File: config.mk
export PLATFORM = sky130hd
export DESIGN_NAME = cell_eu
export DESIGN_NICKNAME = d
export VERILOG_FILES = /design/src/rtl/cell_eu_pkg.sv /design/src/rtl/cfg_store.sv /design/src/rtl/mol_array.sv /design/src/rtl/tap_route.sv /design/src/rtl/cell_eu.sv
export SDC_FILE = /design/constraint.sdc
export NUM_CORES = 1
export LEC_CHECK = 0
export BUFFER_PORTS_ARGS = -buffer_cell sky130_fd_sc_hd__buf_2
export CAP_MARGIN = 25
export CORE_UTILIZATION = 64
export DETAILED_ROUTE_END_ITERATION = 8
export PLACE_DENSITY = 0.77
export SLEW_MARGIN = 20
export SYNTH_ARGS = -nofsm -noshare
export SYNTH_HDL_FRONTEND = slang
export SYNTH_SLANG_ARGS = --single-unit
export TNS_END_PERCENT = 5
File: constraint.sdc
create_clock -name clk -period 13.3 [get_ports clk]
set_input_delay 3.325 -clock clk [delete_from_list [all_inputs] [get_ports clk]]
set_output_delay 3.325 -clock clk [all_outputs]
set_load 0.005 [all_outputs]
File: src/rtl/cell_eu_pkg.sv
package cell_eu_pkg;

    // Variant codes for a molecule
    typedef enum logic [1:0] {
        MOL_PLAIN = 2'b00,
        MOL_INV_B = 2'b01,
        MOL_INV_A = 2'b10,
        MOL_INV_AB = 2'b11
    } mol_fn_e;

    // C picks B (inverted when fn[0]) or A (inverted when fn[1])
    function automatic logic mol_eval(input logic [1:0] fn, input logic a,
                                      input logic b, input logic c);
        return c ? (b ^ fn[0]) : (a ^ fn[1]);
    endfunction

endpackage

File: src/rtl/cfg_store.sv
module cfg_store #(
    parameter int CFG_W = 136
) (
    input  logic             clk,
    input  logic             rst_n,
    input  logic             cfg_bit,
    input  logic             cfg_shift,
    input  logic             cfg_load,
    output logic [CFG_W-1:0] active_o
);

    typedef struct packed {
        logic [CFG_W-1:0] shadow;
        logic [CFG_W-1:0] active;
    } regs_t;

    regs_t r_d, r_q;

    always_comb begin
        r_d = r_q;
        if (cfg_shift) r_d.shadow = {cfg_bit, r_q.shadow[CFG_W-1:1]};
        if (cfg_load)  r_d.active = r_q.shadow;
    end

    always_ff @(posedge clk or negedge rst_n) begin
        if (!rst_n) r_q <= '0;
        else        r_q <= r_d;
    end

    assign active_o = r_q.active;


    active_hold_chk: assert property (@(posedge clk) disable iff (!rst_n)
        !cfg_load |=> $stable(active_o));


    active_take_chk: assert property (@(posedge clk) disable iff (!rst_n)
        cfg_load |=> active_o == $past(r_q.shadow));


    shift_in_chk: assert property (@(posedge clk) disable iff (!rst_n)
        cfg_shift |=> r_q.shadow[CFG_W-1] == $past(cfg_bit));


    shadow_hold_chk: assert property (@(posedge clk) disable iff (!rst_n)
        !cfg_shift |=> $stable(r_q.shadow));

endmodule

File: src/rtl/mol_array.sv
module mol_array
    import cell_eu_pkg::*;
#(
    parameter int N_IN  = 8,
    parameter int N_MOL = 8,
    parameter int SEL_W = 4,
    parameter int MOL_W = 14
) (
    input  logic [N_IN-1:0]        cell_in,
    input  logic [N_MOL*MOL_W-1:0] mol_cfg,
    output logic [N_MOL-1:0]       mol_out
);

    localparam int N_SRC = N_IN + N_MOL;

    logic [N_SRC-1:0] src;

    always_comb begin
        src = '0;
        src[N_IN-1:0] = cell_in;
        for (int m = 0; m < N_MOL; m++) begin
            logic [1:0]       fn;
            logic [SEL_W-1:0] sa, sb, sc;
            logic             a, b, c;
            fn = mol_cfg[m*MOL_W +: 2];
            sa = mol_cfg[m*MOL_W + 2 +: SEL_W];
            sb = mol_cfg[m*MOL_W + 2 + SEL_W +: SEL_W];
            sc = mol_cfg[m*MOL_W + 2 + 2*SEL_W +: SEL_W];
            // feed-forward: forbidden sources fall back to source 0
            a = (int'(sa) < N_IN + m) ? src[sa] : src[0];
            b = (int'(sb) < N_IN + m) ? src[sb] : src[0];
            c = (int'(sc) < N_IN + m) ? src[sc] : src[0];
            src[N_IN+m] = mol_eval(fn, a, b, c);

            if (fn == MOL_INV_B && a == b && b == c) begin
                const_lo_chk: assert (src[N_IN+m] == 1'b0);
            end

            if (fn == MOL_INV_A && a == b && b == c) begin
                const_hi_chk: assert (src[N_IN+m] == 1'b1);
            end
        end
    end

    assign mol_out = src[N_SRC-1:N_IN];

endmodule

File: src/rtl/tap_route.sv
module tap_route #(
    parameter int DW    = 3,
    parameter int STW   = 2,
    parameter int N_SRC = 16,
    parameter int SEL_W = 4
) (
    input  logic [N_SRC-1:0]      src,
    input  logic [2*DW*SEL_W-1:0] taps,
    input  logic [STW-1:0]        state_i,
    input  logic [DW-1:0]         west_i,
    input  logic [DW-1:0]         north_i,
    output logic [DW-1:0]         east_o,
    output logic [DW-1:0]         south_o
);

    logic [DW-1:0] east_live, south_live;
    logic          dead;

    for (genvar k = 0; k < DW; k++) begin : g_tap
        assign east_live[k]  = src[taps[k*SEL_W +: SEL_W]];
        assign south_live[k] = src[taps[(DW+k)*SEL_W +: SEL_W]];
    end

    assign dead    = (state_i == '0);
    assign east_o  = dead ? west_i  : east_live;
    assign south_o = dead ? north_i : south_live;

endmodule

File: src/rtl/cell_eu.sv
module cell_eu #(
    parameter int DW    = 3,
    parameter int STW   = 2,
    parameter int N_MOL = 8
) (
    input  logic           clk,
    input  logic           rst_n,
    input  logic           cfg_bit,
    input  logic           cfg_shift,
    input  logic           cfg_load,
    input  logic [STW-1:0] state_i,
    input  logic [DW-1:0]  west_i,
    input  logic [DW-1:0]  north_i,
    output logic [DW-1:0]  east_o,
    output logic [DW-1:0]  south_o
);

    localparam int N_IN     = 2*DW + STW;
    localparam int N_SRC    = N_IN + N_MOL;
    localparam int SEL_W    = $clog2(N_SRC);
    localparam int MOL_W    = 2 + 3*SEL_W;
    localparam int TAP_BASE = N_MOL*MOL_W;
    localparam int TAP_W    = 2*DW*SEL_W;
    localparam int CFG_W    = TAP_BASE + TAP_W;

    logic [CFG_W-1:0] geno;
    logic [N_IN-1:0]  cell_in;
    logic [N_MOL-1:0] mol_out;

    assign cell_in = {state_i, north_i, west_i};

    cfg_store #(.CFG_W(CFG_W)) u_cfg (
        .clk(clk), .rst_n(rst_n), .cfg_bit(cfg_bit),
        .cfg_shift(cfg_shift), .cfg_load(cfg_load), .active_o(geno)
    );

    mol_array #(.N_IN(N_IN), .N_MOL(N_MOL), .SEL_W(SEL_W), .MOL_W(MOL_W)) u_mol (
        .cell_in(cell_in), .mol_cfg(geno[TAP_BASE-1:0]), .mol_out(mol_out)
    );

    tap_route #(.DW(DW), .STW(STW), .N_SRC(N_SRC), .SEL_W(SEL_W)) u_tap (
        .src({mol_out, cell_in}), .taps(geno[CFG_W-1:TAP_BASE]),
        .state_i(state_i), .west_i(west_i), .north_i(north_i),
        .east_o(east_o), .south_o(south_o)
    );


    dead_pass_chk: assert property (@(posedge clk) disable iff (!rst_n)
        (state_i == '0) |-> (east_o == west_i && south_o == north_i));

endmodule

Word level (Yosys, flattened, before mapping)
Cells that the tools add are included.
{"block": "totals", "ff_bits": 272, "out_inout_bits": 6, "elab_cells": 167}
{"block": "op_classes", "n_lt_le_gt_ge": 54, "mux": 94, "bitwise_logic": 16, "reduce_logical": 1}
{"operator": "< comparator 4 x 5 -> 1 bit (second input constant)", "n": 30}
{"operator": "binary-select mux 1 bit (select 4 bit)", "n": 30}
{"operator": "< comparator 4 bit (second input constant)", "n": 24}
{"operator": "two-way mux 1 bit", "n": 62}
{"operator": "bitwise XOR 1 bit", "n": 16}
{"operator": "two-way mux 3 bit", "n": 2}
{"operator": "logical NOT 2 bit", "n": 1}

Longest topological paths before layout
{"block": "depth", "word_depth": 43, "depth_mapped": 26}

Modules after synthesis
A second synthesis with hierarchy kept.
{"block": "hier_totals", "cells_unflattened": 1281, "area_unflattened_um2": 16144.2}
{"module": "cfg_store", "instances": 1, "cells_per_inst": 710, "area_per_inst_um2": 11415.9}
{"module": "mol_array", "instances": 1, "cells_per_inst": 512, "area_per_inst_um2": 3867.5}
{"module": "tap_route", "instances": 1, "cells_per_inst": 59, "area_per_inst_um2": 860.8}

Worst setup path after synthesis
Ideal clock, no wire load.
{"block": "synth_timing", "path_kind": "input-to-output", "from": "input port west_i[0]", "to": "output port east_o[0]", "arrival_time_ns": 9.179, "required_time_ns": 9.975, "slack_ns": 0.796, "stages": 24, "n_path_buf": 4, "path_cell_list": "buf_4 -> mux2i_1 -> mux4_2 -> mux2_4 -> o22a_2 -> nor3_1 -> mux2_2 -> a32o_1 -> mux2_4 -> buf_6 -> a21o_1 -> o311a_1 -> or3_1 -> buf_2 -> or4_4 -> a32o_1 -> a21oi_2 -> nor2_2 -> a221o_1 -> a221o_1 -> a31o_1 -> buf_6 -> or3b_1 -> nand3_1"}
{"block": "synth_between", "elab_chain_len": 43, "word_cells_on_any_way": 99}
{"element": "start, declared", "line": "cell_eu.sv:12", "text": "input logic [DW-1:0] west_i,"}
{"element": "binary-select mux 1 bit (select 4 bit) (on tied branches)", "line": "mol_array.sv:30, mol_array.sv:31"}
{"element": "two-way mux 1 bit (on tied branches) (2 in a row)", "line": "mol_array.sv:30, mol_array.sv:31"}
{"element": "bitwise XOR 1 bit", "line": "cell_eu_pkg.sv:14", "text": "return c ? (b ^ fn[0]) : (a ^ fn[1]);"}
{"element": "two-way mux 1 bit", "line": "cell_eu_pkg.sv:14"}
{"element": "binary-select mux 1 bit (select 4 bit) (on tied branches)", "line": "mol_array.sv:30, mol_array.sv:31"}
{"element": "two-way mux 1 bit (on tied branches) (2 in a row)", "line": "mol_array.sv:30, mol_array.sv:31"}
{"element": "bitwise XOR 1 bit", "line": "cell_eu_pkg.sv:14"}
{"element": "two-way mux 1 bit", "line": "cell_eu_pkg.sv:14"}
{"element": "[... 24 more ...]"}
{"element": "two-way mux 1 bit", "line": "cell_eu_pkg.sv:14"}
{"element": "binary-select mux 1 bit (select 4 bit) (on tied branches)", "line": "mol_array.sv:30, mol_array.sv:31"}
{"element": "two-way mux 1 bit (on tied branches) (2 in a row)", "line": "mol_array.sv:30, mol_array.sv:31"}
{"element": "bitwise XOR 1 bit", "line": "cell_eu_pkg.sv:14"}
{"element": "two-way mux 1 bit", "line": "cell_eu_pkg.sv:14"}
{"element": "binary-select mux 1 bit (select 4 bit)", "line": "tap_route.sv:20", "text": "assign east_live[k] = src[taps[k*SEL_W +: SEL_W]];"}
{"element": "two-way mux 1 bit (not written as such)", "line": "tap_route.sv:20"}
{"element": "two-way mux 3 bit (*)", "line": "tap_route.sv:25", "text": "assign east_o = dead ? west_i : east_live;"}
{"element": "end, declared", "line": "cell_eu.sv:14", "text": "output logic [DW-1:0] east_o,"}
Mark *: on every way between the ends. The rest lies on a longest branch, timed or not. The select of a mux whose other input is x is not followed.

Final worst setup path
{"block": "layout_timing", "from": "input port north_i[0]", "to": "output port east_o[0]"}
{"block": "layout_between", "elab_chain_len": 43, "word_cells_on_any_way": 99}
{"element": "start, declared", "line": "cell_eu.sv:13", "text": "input logic [DW-1:0] north_i,"}
{"element": "binary-select mux 1 bit (select 4 bit) (on tied branches)", "line": "mol_array.sv:30, mol_array.sv:31"}
{"element": "two-way mux 1 bit (on tied branches) (2 in a row)", "line": "mol_array.sv:30, mol_array.sv:31"}
{"element": "bitwise XOR 1 bit", "line": "cell_eu_pkg.sv:14"}
{"element": "two-way mux 1 bit", "line": "cell_eu_pkg.sv:14"}
{"element": "binary-select mux 1 bit (select 4 bit) (on tied branches)", "line": "mol_array.sv:30, mol_array.sv:31"}
{"element": "two-way mux 1 bit (on tied branches) (2 in a row)", "line": "mol_array.sv:30, mol_array.sv:31"}
{"element": "bitwise XOR 1 bit", "line": "cell_eu_pkg.sv:14"}
{"element": "two-way mux 1 bit", "line": "cell_eu_pkg.sv:14"}
{"element": "[... 24 more ...]"}
{"element": "two-way mux 1 bit", "line": "cell_eu_pkg.sv:14"}
{"element": "binary-select mux 1 bit (select 4 bit) (on tied branches)", "line": "mol_array.sv:30, mol_array.sv:31"}
{"element": "two-way mux 1 bit (on tied branches) (2 in a row)", "line": "mol_array.sv:30, mol_array.sv:31"}
{"element": "bitwise XOR 1 bit", "line": "cell_eu_pkg.sv:14"}
{"element": "two-way mux 1 bit", "line": "cell_eu_pkg.sv:14"}
{"element": "binary-select mux 1 bit (select 4 bit) (*)", "line": "tap_route.sv:20"}
{"element": "two-way mux 1 bit (not written as such) (*)", "line": "tap_route.sv:20"}
{"element": "two-way mux 3 bit (*)", "line": "tap_route.sv:25"}
Marked as above.

==> impl_metrics.ini <==
[cells_and_area]
drive_gt1_frac = 0.350
layout_common_cells = dfrtp_1 (272), mux2_2 (251), nand2_1 (70)
num_antenna_cells = 0
nFillCells = 1605
layout_commonest_cell = dfrtp_1
area_delta_synth_final_pct = 9.07
nets = 1273

[placed_design]
dp_hpwl_mm = 22.4
port_buffers = 18
routabilityCongestion = 0.898

[timing]
min_period_ns = 13.04
fin_hold_ws_ns = 0.475
slew-limit-headroom = 0.363
setup_tns_ns = 0
rsz0062_at_grt = no
worst_pin_slew_ns = 0.956
final_max_slew_viol_count = 0
fmax_mhz = 76.7
setup_violations = 0
fin_skew_ns = 0.0134
period_share = 0.981
hold_viol_final = 0

[routing]
drtIter0Drc = 985
drc = 0
antenna_left = 0
dr.pass1.iters = 5
vias_per_cell = 6.76
num_vias = 10800
routedWlPerCell_um = 21.5
wirelength_mm = 34.3

[global_routing]
track_usage = 0.295
met2_usage = 0.467
grt_pass1_vias = 10700
grtUsageMet1 = 0.424
grt_max_degree = 110
top_usage_layer = met2
grt_util_met3 = 0.0511
grt_pass1_wl_mm = 56.5
grt-ovfl-total = 0
antenna_found_initial = 0

[clock_tree]
hold_buffers = 0
htree_levels = 1
cts_buffers = 28
cts_sinks = 272
cts_buffer_depth = 3
cts-root-buf = clkbuf_16
clkTransAtPathRegs_ns = 0.06
clk_latency_ns = 0.55
tritoncts = built

[run_status]
status = finished clean

[power]
seqPwrFrac = 0.460
p_int_w = 0.00154
power_density_mw_per_mm2 = 131
power_frac_comb = 0.186
clock_power_share = 0.353
p_leak_nw = 7.30
irDropWorstVdd_mv = 0.117
switchingPower_w = 0.000612
switching_share = 0.285

[logic_synthesis]
synth_top_area_cell = dfrtp_1
ys_ff_latch = 272
syn_inst = 1270
netlist.area_leader.share = 0.450
synth_area_mm2 = 0.0151
synth.distinct_cells = 73
ys_async_sr_fraction = 1.00
ys.warnings.count = 0
synth-main-ff-cell = dfrtp_1
synth_nets = 1283
yosysSeqAreaShare = 0.450
ys_top_cells_by_area = dfrtp_1 (45%), mux2_2 (19%), mux4_2 (10%)
avgSynthCellArea_um2 = 11.9
synth_enable_flop_cells = 0

[worst_setup_path]
criticalPathCategory = primary input to output port
worstPathRequired_ns = 9.97
crit_arrival_ns = 9.72
path_cells = buf_2, mux2i_1, mux4_2, mux2_4, o32ai_4, nor2_1, buf_4, a211o_1, a32o_1, mux2_4, a21o_1, o311a_1, or3_4, or4_4, a32o_1, a21oi_4, nor2_2, a221o_1, a221o_1, a31o_2, or3b_1, nand3_1, buf_2
critPathBufInv = 3
start_kind = primary input
end_kind = output port
regToRegSetupSlack_ns = 12.33
cp_slowest_cell = or4_4
cp_max_fo = 12
cpPeakStageDelay_ns = 0.56
crit_family = compound AO/OA/AOI/OAI gates

[die]
coreArea_mm2 = 0.0229
initial_core_util = 0.660
die_area_mm2 = 0.0242
rows = 55
dieHeight_um = 156
die_x_um = 156
ios = 19

[hold_path]
hold_class = register to register

[flow_run]
maxCapViolCount = 0
[flip-flops by register name (all words and copies together) (netlist names)]
signal and cells:
u_cfg.active_o 136, u_cfg.r_q 136
[cells in the mapped netlist (all sizes together) (4+ instances only)]
master / count
dfrtp: 272
mux2: 255
clkbuf: 71
nand2: 71
mux4: 67
o21ai: 62
nor2: 56
inv: 39
a21oi: 27
a211oi: 25
nand3: 25
nor3: 25
buf: 21
nor2b: 18
a31oi: 16
mux2i: 16
nand2b: 14
or3: 13
a21o: 11
and3: 11
a211o: 10
o211ai: 10
nand4b: 9
nor3b: 9
o31ai: 9
or2: 8
and2: 7
o22ai: 7
a311o: 6
nand3b: 6
or3b: 6
o21a: 5
o311ai: 5
o31a: 5
a32o: 4
nor4: 4
o211a: 4
[timing repair]
| item | CTS | global route |
|---|---|---|
| endpoints found under the setup margin | 0 | 6 |
| gates resized for setup | 0 | 15 |
| buffers inserted | 0 | 3 |
[power groups by stage]
| stage | combinational [W] | clock, W | sequential [W] |
|---|---|---|---|
| final | 0.000401 | 0.000760 | 0.000991 |
| after global routing | 0.000438 | 0.000808 | 0.00100 |
| after global placement | 0.000378 | 0 | 0.000998 |
| after floorplan | 0.000306 | 0 | 0.000969 |
| after detailed placement | 0.000390 | 0 | 0.00100 |
| after CTS | 0.000393 | 0.000778 | 0.000989 |
[per-layer routing]
| layer | share of wire | wire length [um] |
|---|---|---|
| met1 | 0.43 | 14800 |
| met2 | 0.47 | 16000 |
| met3 | 0.080 | 2740 |
| met4 | 0.023 | 794 |
| met5 | 0 | 0 |
[cells by family (layout without fill, tap and decap cells)]
| kind of cell | count (synthesis) | in the layout | share of synthesized area |
|---|---|---|---|
| AO/OA/AOI/OAI | 238 | 238 | 0.112 |
| flip-flops | 272 | 272 | 0.450 |
| multiplexers | 338 | 338 | 0.302 |
| AND/OR/NAND/NOR | 291 | 291 | 0.101 |
| buffers and inverters | 131 | 143 | 0.0351 |
[worst paths after layout]
kind,cells past startpoint,start,endpoint
max,23,north_i[0],east_o[0]
min,2,u_cfg.r_q[136],u_cfg.active_o[0]
max reg2reg,2,u_cfg.active_o[62],u_cfg.active_o[62]
min reg2reg,2,u_cfg.r_q[136],u_cfg.active_o[0]
max in group asynchronous,2,rst_n,u_cfg.r_q[248]
min in group asynchronous,1,rst_n,u_cfg.r_q[189]
[worst reg2reg max path: stages, from the launching register on]
cell,delay [ns]
dfrtp_1,0.56
inv_1,0.16
o21ai_0,0.17
[stage by stage]
step	instance area, um2	instances	total power [W]	setup WS [ns]	utilization
floorplan	15100	1270	0.00127	0.796	-
global placement	15500	1539	0.00138	0.230	0.674
detailed placement	15500	1539	0.00139	0.108	0.674
CTS	16400	1591	0.00216	0.00804	0.714
global route	16500	1595	0.00225	0.0160	0.719
finish	16500	1595	0.00215	0.258	0.719
[cell type report]
cell class / instances / area, um2 / area share
Sequential cell: 272 / 6810 / 0.413
Inverter: 39 / 146 / 0.00888
Clock buffer: 40 / 786 / 0.0477
Tap cell: 313 / 392 / 0.0238
Multi-Input combinational cell: 867 / 7860 / 0.476
Timing Repair Buffer: 52 / 384 / 0.0233
Clock inverter: 12 / 116 / 0.00706
Note: power is estimated with default switching activity, not from simulation.
